===== src/rtl/qru_pkg.sv =====
package qru_pkg;

  typedef logic [1:0] osc_phase_t;

  typedef enum logic {
    OSC_AXIS = 1'b0,
    OSC_ROT  = 1'b1
  } osc_mode_e;

  // Oscillator phase seen by a lane at offset k from the beat phase
  function automatic osc_phase_t lane_phase(osc_phase_t beat_ph, int unsigned k);
    lane_phase = beat_ph + osc_phase_t'(k % 4);
  endfunction

endpackage


===== src/rtl/qru_phase_ctrl.sv =====
module qru_phase_ctrl #(
  parameter int LANES = 4
) (
  input  logic                clk,
  input  logic                rst,
  input  logic                in_valid,
  input  logic                rotate_sel,
  output qru_pkg::osc_phase_t beat_phase,
  output qru_pkg::osc_mode_e  mode_eff,
  output qru_pkg::osc_mode_e  mode_held
);
  import qru_pkg::*;

  localparam osc_phase_t STEP = osc_phase_t'(LANES % 4);

  osc_phase_t ph_q;
  osc_mode_e  mode_q;
  logic       at_boundary;

  assign at_boundary = (ph_q == 2'd0);
  assign mode_eff    = at_boundary ? osc_mode_e'(rotate_sel) : mode_q;
  assign beat_phase  = ph_q;
  assign mode_held   = mode_q;

  always_ff @(posedge clk) begin
    if (rst) begin
      ph_q   <= '0;
      mode_q <= OSC_AXIS;
    end else if (in_valid) begin
      ph_q <= ph_q + STEP;
      if (at_boundary) mode_q <= osc_mode_e'(rotate_sel);
    end
  end

endmodule


===== src/rtl/qru_lane.sv =====
module qru_lane #(
  parameter int IN_W     = 16,
  parameter int LANE_IDX = 0,
  localparam int OUT_W   = IN_W + 1
) (
  input  logic                clk,
  input  logic                rst,
  input  logic                in_valid,
  input  qru_pkg::osc_phase_t beat_phase,
  input  qru_pkg::osc_mode_e  mode,
  input  logic [IN_W-1:0]     i_s,
  input  logic [IN_W-1:0]     q_s,
  output logic [OUT_W-1:0]    y
);
  import qru_pkg::*;

  localparam logic signed [OUT_W-1:0] OUT_MIN = {1'b1, {(OUT_W-1){1'b0}}};
  localparam logic signed [OUT_W-1:0] OUT_MAX = {1'b0, {(OUT_W-1){1'b1}}};

  // Negation that clips the single unrepresentable value
  function automatic logic signed [OUT_W-1:0] neg_sat(logic signed [OUT_W-1:0] v);
    neg_sat = (v == OUT_MIN) ? OUT_MAX : -v;
  endfunction

  function automatic logic signed [OUT_W-1:0] mix(
    osc_mode_e m, osc_phase_t p, logic [IN_W-1:0] iv, logic [IN_W-1:0] qv);
    logic signed [OUT_W-1:0] ie, qe, sum, dif;
    ie  = {iv[IN_W-1], iv};
    qe  = {qv[IN_W-1], qv};
    sum = ie + qe;
    dif = ie - qe;
    if (m == OSC_AXIS) begin
      case (p)
        2'd0:    mix = ie;
        2'd1:    mix = -qe;
        2'd2:    mix = -ie;
        default: mix = qe;
      endcase
    end else begin
      case (p)
        2'd0:    mix = sum;
        2'd1:    mix = dif;
        2'd2:    mix = neg_sat(sum);
        default: mix = -dif;
      endcase
    end
  endfunction

  osc_phase_t my_phase;
  assign my_phase = lane_phase(beat_phase, LANE_IDX);

  always_ff @(posedge clk) begin
    if (rst)           y <= '0;
    else if (in_valid) y <= mix(mode, my_phase, i_s, q_s);
  end

endmodule


===== src/rtl/qrate_upconv.sv =====
module qrate_upconv #(
  parameter int LANES = 4,
  parameter int IN_W  = 16,
  localparam int OUT_W = IN_W + 1
) (
  input  logic                   clk,
  input  logic                   rst,
  input  logic                   in_valid,
  input  logic                   rotate_sel,
  input  logic [LANES*IN_W-1:0]  i_data,
  input  logic [LANES*IN_W-1:0]  q_data,
  output logic                   out_valid,
  output logic [LANES*OUT_W-1:0] out_data
);
  import qru_pkg::*;

  osc_phase_t phase_now;
  osc_mode_e  mode_eff;
  osc_mode_e  mode_held;

  qru_phase_ctrl #(.LANES(LANES)) u_phase (
    .clk        (clk),
    .rst        (rst),
    .in_valid   (in_valid),
    .rotate_sel (rotate_sel),
    .beat_phase (phase_now),
    .mode_eff   (mode_eff),
    .mode_held  (mode_held)
  );

  for (genvar k = 0; k < LANES; k++) begin : g_lane
    qru_lane #(.IN_W(IN_W), .LANE_IDX(k)) u_lane (
      .clk        (clk),
      .rst        (rst),
      .in_valid   (in_valid),
      .beat_phase (phase_now),
      .mode       (mode_eff),
      .i_s        (i_data[k*IN_W +: IN_W]),
      .q_s        (q_data[k*IN_W +: IN_W]),
      .y          (out_data[k*OUT_W +: OUT_W])
    );
  end

  always_ff @(posedge clk) begin
    if (rst) out_valid <= 1'b0;
    else     out_valid <= in_valid;
  end

endmodule


===== config.mk =====
export PLATFORM = sky130hd
export DESIGN_NAME = qrate_upconv
export DESIGN_NICKNAME = d
export VERILOG_FILES = /design/src/rtl/qru_pkg.sv /design/src/rtl/qru_phase_ctrl.sv /design/src/rtl/qru_lane.sv /design/src/rtl/qrate_upconv.sv
export SDC_FILE = /design/constraint.sdc
export NUM_CORES = 1
export LEC_CHECK = 0
export BUFFER_PORTS_ARGS = -buffer_cell sky130_fd_sc_hd__clkbuf_2
export CAP_MARGIN = 20
export CORE_UTILIZATION = 48
export CTS_CLUSTER_SIZE = 25
export DETAILED_ROUTE_END_ITERATION = 16
export HOLD_SLACK_MARGIN = 0.02
export PLACE_DENSITY = 0.75
export RECOVER_POWER = 50
export SLEW_MARGIN = 10
export SYNTH_ARGS = -nofsm -noshare
export SYNTH_HDL_FRONTEND = slang
export SYNTH_SLANG_ARGS = --single-unit
export TNS_END_PERCENT = 20

===== constraint.sdc =====
create_clock -name clk -period 3.3 [get_ports clk]
set_input_delay 0.33 -clock clk [delete_from_list [all_inputs] [get_ports clk]]
set_output_delay 0.33 -clock clk [all_outputs]
set_load 0.01 [all_outputs]

==> metrics.txt <==
# TYPE chip_impl_metric gauge
chip_impl_metric{name="yosysWarnings",unit=""} 0
chip_impl_metric{name="cts.sink_count",unit=""} 69
chip_impl_metric{name="worst_skew_pair.late_latency",unit="ns"} 0.34
chip_impl_metric{name="static-leakage-power",unit="nW"} 3.70
chip_impl_metric{name="dr_total_vias",unit=""} 7131
chip_impl_metric{name="share_of_synthesized_cell_area_in_and_or_nand_and_nor_gates",unit=""} 0.215
chip_impl_info{name="layout.cells.most_common",value="clkbuf_2"} 1
chip_impl_metric{name="worst_setup_hold_path_clk_slew",unit="ns"} 0.07
chip_impl_metric{name="cts_hold_buffers",unit=""} 0
chip_impl_info{name="run_status",value="finished clean"} 1
chip_impl_info{name="dominant_combinational_cell_family_by_area_after_synthesis",value="compound AO/OA/AOI/OAI gates"} 1
chip_impl_metric{name="first_iter_violations",unit=""} 362
chip_impl_metric{name="drc_errors",unit=""} 0
chip_impl_metric{name="n_antenna_cell",unit=""} 0
chip_impl_metric{name="fin_worst_hold_slack",unit="ns"} 0.254
chip_impl_metric{name="layoutNonFillerInstCount",unit=""} 1276
chip_impl_metric{name="start_util",unit=""} 0.500
chip_impl_metric{name="max_clock_freq",unit="MHz"} 317
chip_impl_metric{name="grt-ovfl-total",unit=""} 0
chip_impl_metric{name="report.power.total",unit="mW"} 3.29
chip_impl_metric{name="grt_start_max_net_pins",unit=""} 59
chip_impl_metric{name="detailedPlace.worstSlack",unit="ns"} -0.289
chip_impl_metric{name="rel_slew_slack",unit=""} 0.396
chip_impl_metric{name="h_tree_levels",unit=""} 3
chip_impl_metric{name="synth-xor-area-share",unit=""} 0.100
chip_impl_metric{name="timing_hold_violations_final",unit=""} 0
chip_impl_metric{name="synth.yosys.seq_area_share",unit=""} 0.205
chip_impl_metric{name="fin_crit_sh",unit=""} 0.957
chip_impl_metric{name="layout_setup_ws",unit="ns"} 0.141
chip_impl_metric{name="power-per-cell-area",unit="nW/um2"} 394
chip_impl_metric{name="max_cap_viol_count",unit=""} 0
chip_impl_metric{name="post_synth_instance_area",unit="um2"} 6730
chip_impl_metric{name="area.growth.synth_to_final",unit="%"} 24.2
chip_impl_metric{name="worst_pin_slew",unit="ns"} 0.907
chip_impl_info{name="cts_tree",value="built"} 1
chip_impl_metric{name="place_congestion",unit=""} 0.917
chip_impl_metric{name="layout_min_cycle_time",unit="ns"} 3.16
chip_impl_metric{name="synth_compound_gate_area_share",unit=""} 0.262
chip_impl_info{name="most-common-layout-cells",value="131 x clkbuf_2, 124 x nor2_1, 69 x dfxtp_1"} 1
chip_impl_metric{name="synth.area.mux_share",unit=""} 0.0259
chip_impl_metric{name="synth_edf_count",unit=""} 0
chip_impl_info{name="rsz0062_at_grt",value="true"} 1
chip_impl_metric{name="dpl.hpwl",unit="um"} 14800
chip_impl_metric{name="finalSetupViolations",unit=""} 0
chip_impl_metric{name="rows",unit=""} 42
chip_impl_metric{name="grt_first_pass_wirelength",unit="um"} 31200
chip_impl_metric{name="port_buffers",unit=""} 200
chip_impl_metric{name="route.detailed.wl_per_inst",unit="um"} 15.1
chip_impl_metric{name="fraction_of_the_mapped_netlist_area_in_adder_cells",unit=""} 0.137
chip_impl_metric{name="async_reset_ff_frac",unit=""} 0
chip_impl_metric{name="top_level_ports",unit=""} 201
chip_impl_info{name="clockRootBuffer",value="clkbuf_16"} 1
chip_impl_metric{name="globalRouteTotalUtil",unit=""} 0.267
chip_impl_metric{name="drive_above_1_share",unit=""} 0.195
chip_impl_metric{name="timing.critical_path.arrival",unit="ns"} 3.39
chip_impl_metric{name="iteration_count_of_the_initial_detailed_routing_pass",unit=""} 5
chip_impl_info{name="endpoint_kind",value="flop"} 1
chip_impl_metric{name="synthDistinctLibCells",unit=""} 61
chip_impl_info{name="hold_class",value="in2reg"} 1
chip_impl_metric{name="die_w",unit="um"} 120
chip_impl_metric{name="syn_inst_count",unit=""} 886
chip_impl_metric{name="cts_made_buffers",unit=""} 9
chip_impl_metric{name="die_h",unit="um"} 120
chip_impl_metric{name="timing.setup.tns",unit="ns"} 0
chip_impl_info{name="critPathKind",value="in2reg"} 1
chip_impl_metric{name="count_of_state_elements_after_synthesis",unit=""} 69
chip_impl_metric{name="num-nets-final",unit=""} 1298
chip_impl_metric{name="critical_path.max_fanout",unit=""} 8
chip_impl_metric{name="worst_clk_skew",unit="ns"} 0
chip_impl_metric{name="worst_ep_required_time",unit="ns"} 3.53
chip_impl_metric{name="synth_net_count",unit=""} 1089
chip_impl_metric{name="drt.antenna.violating_nets",unit=""} 0
chip_impl_metric{name="detailed_route_wire_length",unit="um"} 19300
chip_impl_metric{name="synth.avg_cell_area",unit="um2"} 7.59
chip_impl_metric{name="core_area",unit="um2"} 13500
chip_impl_metric{name="slew_violations",unit=""} 0
chip_impl_info{name="crit_path_start_kind",value="primary input"} 1
chip_impl_metric{name="peakVddDrop",unit="V"} 0.000259
chip_impl_info{name="synth_top_flop_cell",value="dfxtp_1"} 1
chip_impl_metric{name="placed_cells",unit=""} 1258
chip_impl_metric{name="antenna_found_initial",unit=""} 0
chip_impl_metric{name="detail_route.vias_per_cell",unit=""} 5.59
chip_impl_metric{name="die_area",unit="um2"} 14500
chip_impl_metric{name="ctsLongestPathBuffers",unit=""} 2
chip_impl_metric{name="via_count_of_the_first_global_routing_pass",unit=""} 6599
[registers in the layout, summed over array words and instances (netlist names)]
| name | flops |
|---|---|
| g_lane.u_lane.y | 68 |
| out_valid | 1 |
[report_power, final]
part           switching [mW]  internal [mW]  leakage (nW)
clock                   0.415          0.742         0.166
combinational           0.677          0.512          2.96
sequential             0.0403          0.908         0.574
total                    1.13           2.16          3.70
[per-stage QoR]
stage	instance area, um2	utilization
after floorplan	6730	-
after global placement	8060	0.599
after detailed placement	8060	0.599
after CTS	8410	0.625
after global routing	8350	0.621
final	8350	0.621
[kinds of logic after synthesis]
family                     Yosys count
and+or+nand+nor                    307
AOI/OAI and AO/OA                  249
buffers and inverters               96
xor gates and xnor gates            77
adders and majority gates           71
DFF                                 69
muxes                               17
[final cells by class]
type	count	area, um2
multi-input combinational	721	5000
sequential	69	1380
clock inverter	7	124
fill	1293	5100
tap	176	220
inverter	59	221
clock buffer	9	225
timing repair buffer	235	1180
[final timing paths]
path                                          endpoint  cells after the start  slack, ns                    from
worst max register to register   g_lane[2].u_lane.y[7]                      2       2.43   g_lane[2].u_lane.y[7]
worst max-delay path             g_lane[2].u_lane.y[7]                     13       0.14              i_data[32]
worst min register to register  g_lane[0].u_lane.y[15]                      2       0.48  g_lane[0].u_lane.y[15]
worst min-delay path            g_lane[0].u_lane.y[14]                      3       0.25              i_data[14]
[per-layer routing]
| layer | track usage | wire [um] |
|---|---|---|
| met4 | 0.0702 | 281 |
| met5 | 0 | 0 |
| met2 | 0.453 | 8910 |
| met3 | 0.0580 | 1370 |
| met1 | 0.341 | 8690 |
[cells in the mapped netlist, types with 4 or more instances]
library cell / n / area (um2)
buf_1: 7 / 26.3
inv_1: 58 / 218
nand2_1: 48 / 180
a2111oi_2: 4 / 60.1
a31oi_1: 12 / 75.1
or3_1: 8 / 50.1
nand3_1: 20 / 100
nor2_1: 124 / 465
nor2b_1: 11 / 68.8
o22ai_1: 13 / 81.3
a211oi_1: 43 / 323
o21a_1: 9 / 67.6
ha_1: 67 / 838
fa_1: 4 / 80.1
nand3b_1: 5 / 37.5
o21ai_0: 35 / 175
nor4_1: 11 / 68.8
a21oi_1: 55 / 275
nor3_1: 45 / 225
dfxtp_1: 69 / 1380
o41ai_1: 4 / 35.0
o211ai_1: 9 / 67.6
and3_1: 6 / 37.5
a21o_1: 11 / 82.6
clkbuf_1: 29 / 109
mux2i_1: 14 / 140
nand2b_1: 10 / 62.6
a211o_1: 4 / 35.0
a311oi_1: 8 / 70.1
or2_2: 4 / 25.0
a21boi_0: 4 / 30.0
xor2_1: 32 / 280
o31ai_1: 4 / 30.0
a211oi_2: 12 / 150
xnor2_1: 45 / 394
[critical path, cell delays in order]
cell and delay (ns):
clkbuf_2 0.09, ha_1 0.18, inv_1 0.07, fa_2 0.34
nor2b_1 0.15, o31ai_1 0.09, or4_1 0.51, a211o_1 0.36
a211oi_4 0.33, nand3_4 0.15, nor4_4 0.31, nor2_4 0.14
a2111oi_2 0.34
[what timing repair did]
| action | in CTS | in global routing |
|---|---|---|
| gates resized for setup | 0 | 2 |
| setup endpoints to repair | 0 | 13 |
| buffers inserted | 0 | 2 |
(Power assumes the default switching activity.)
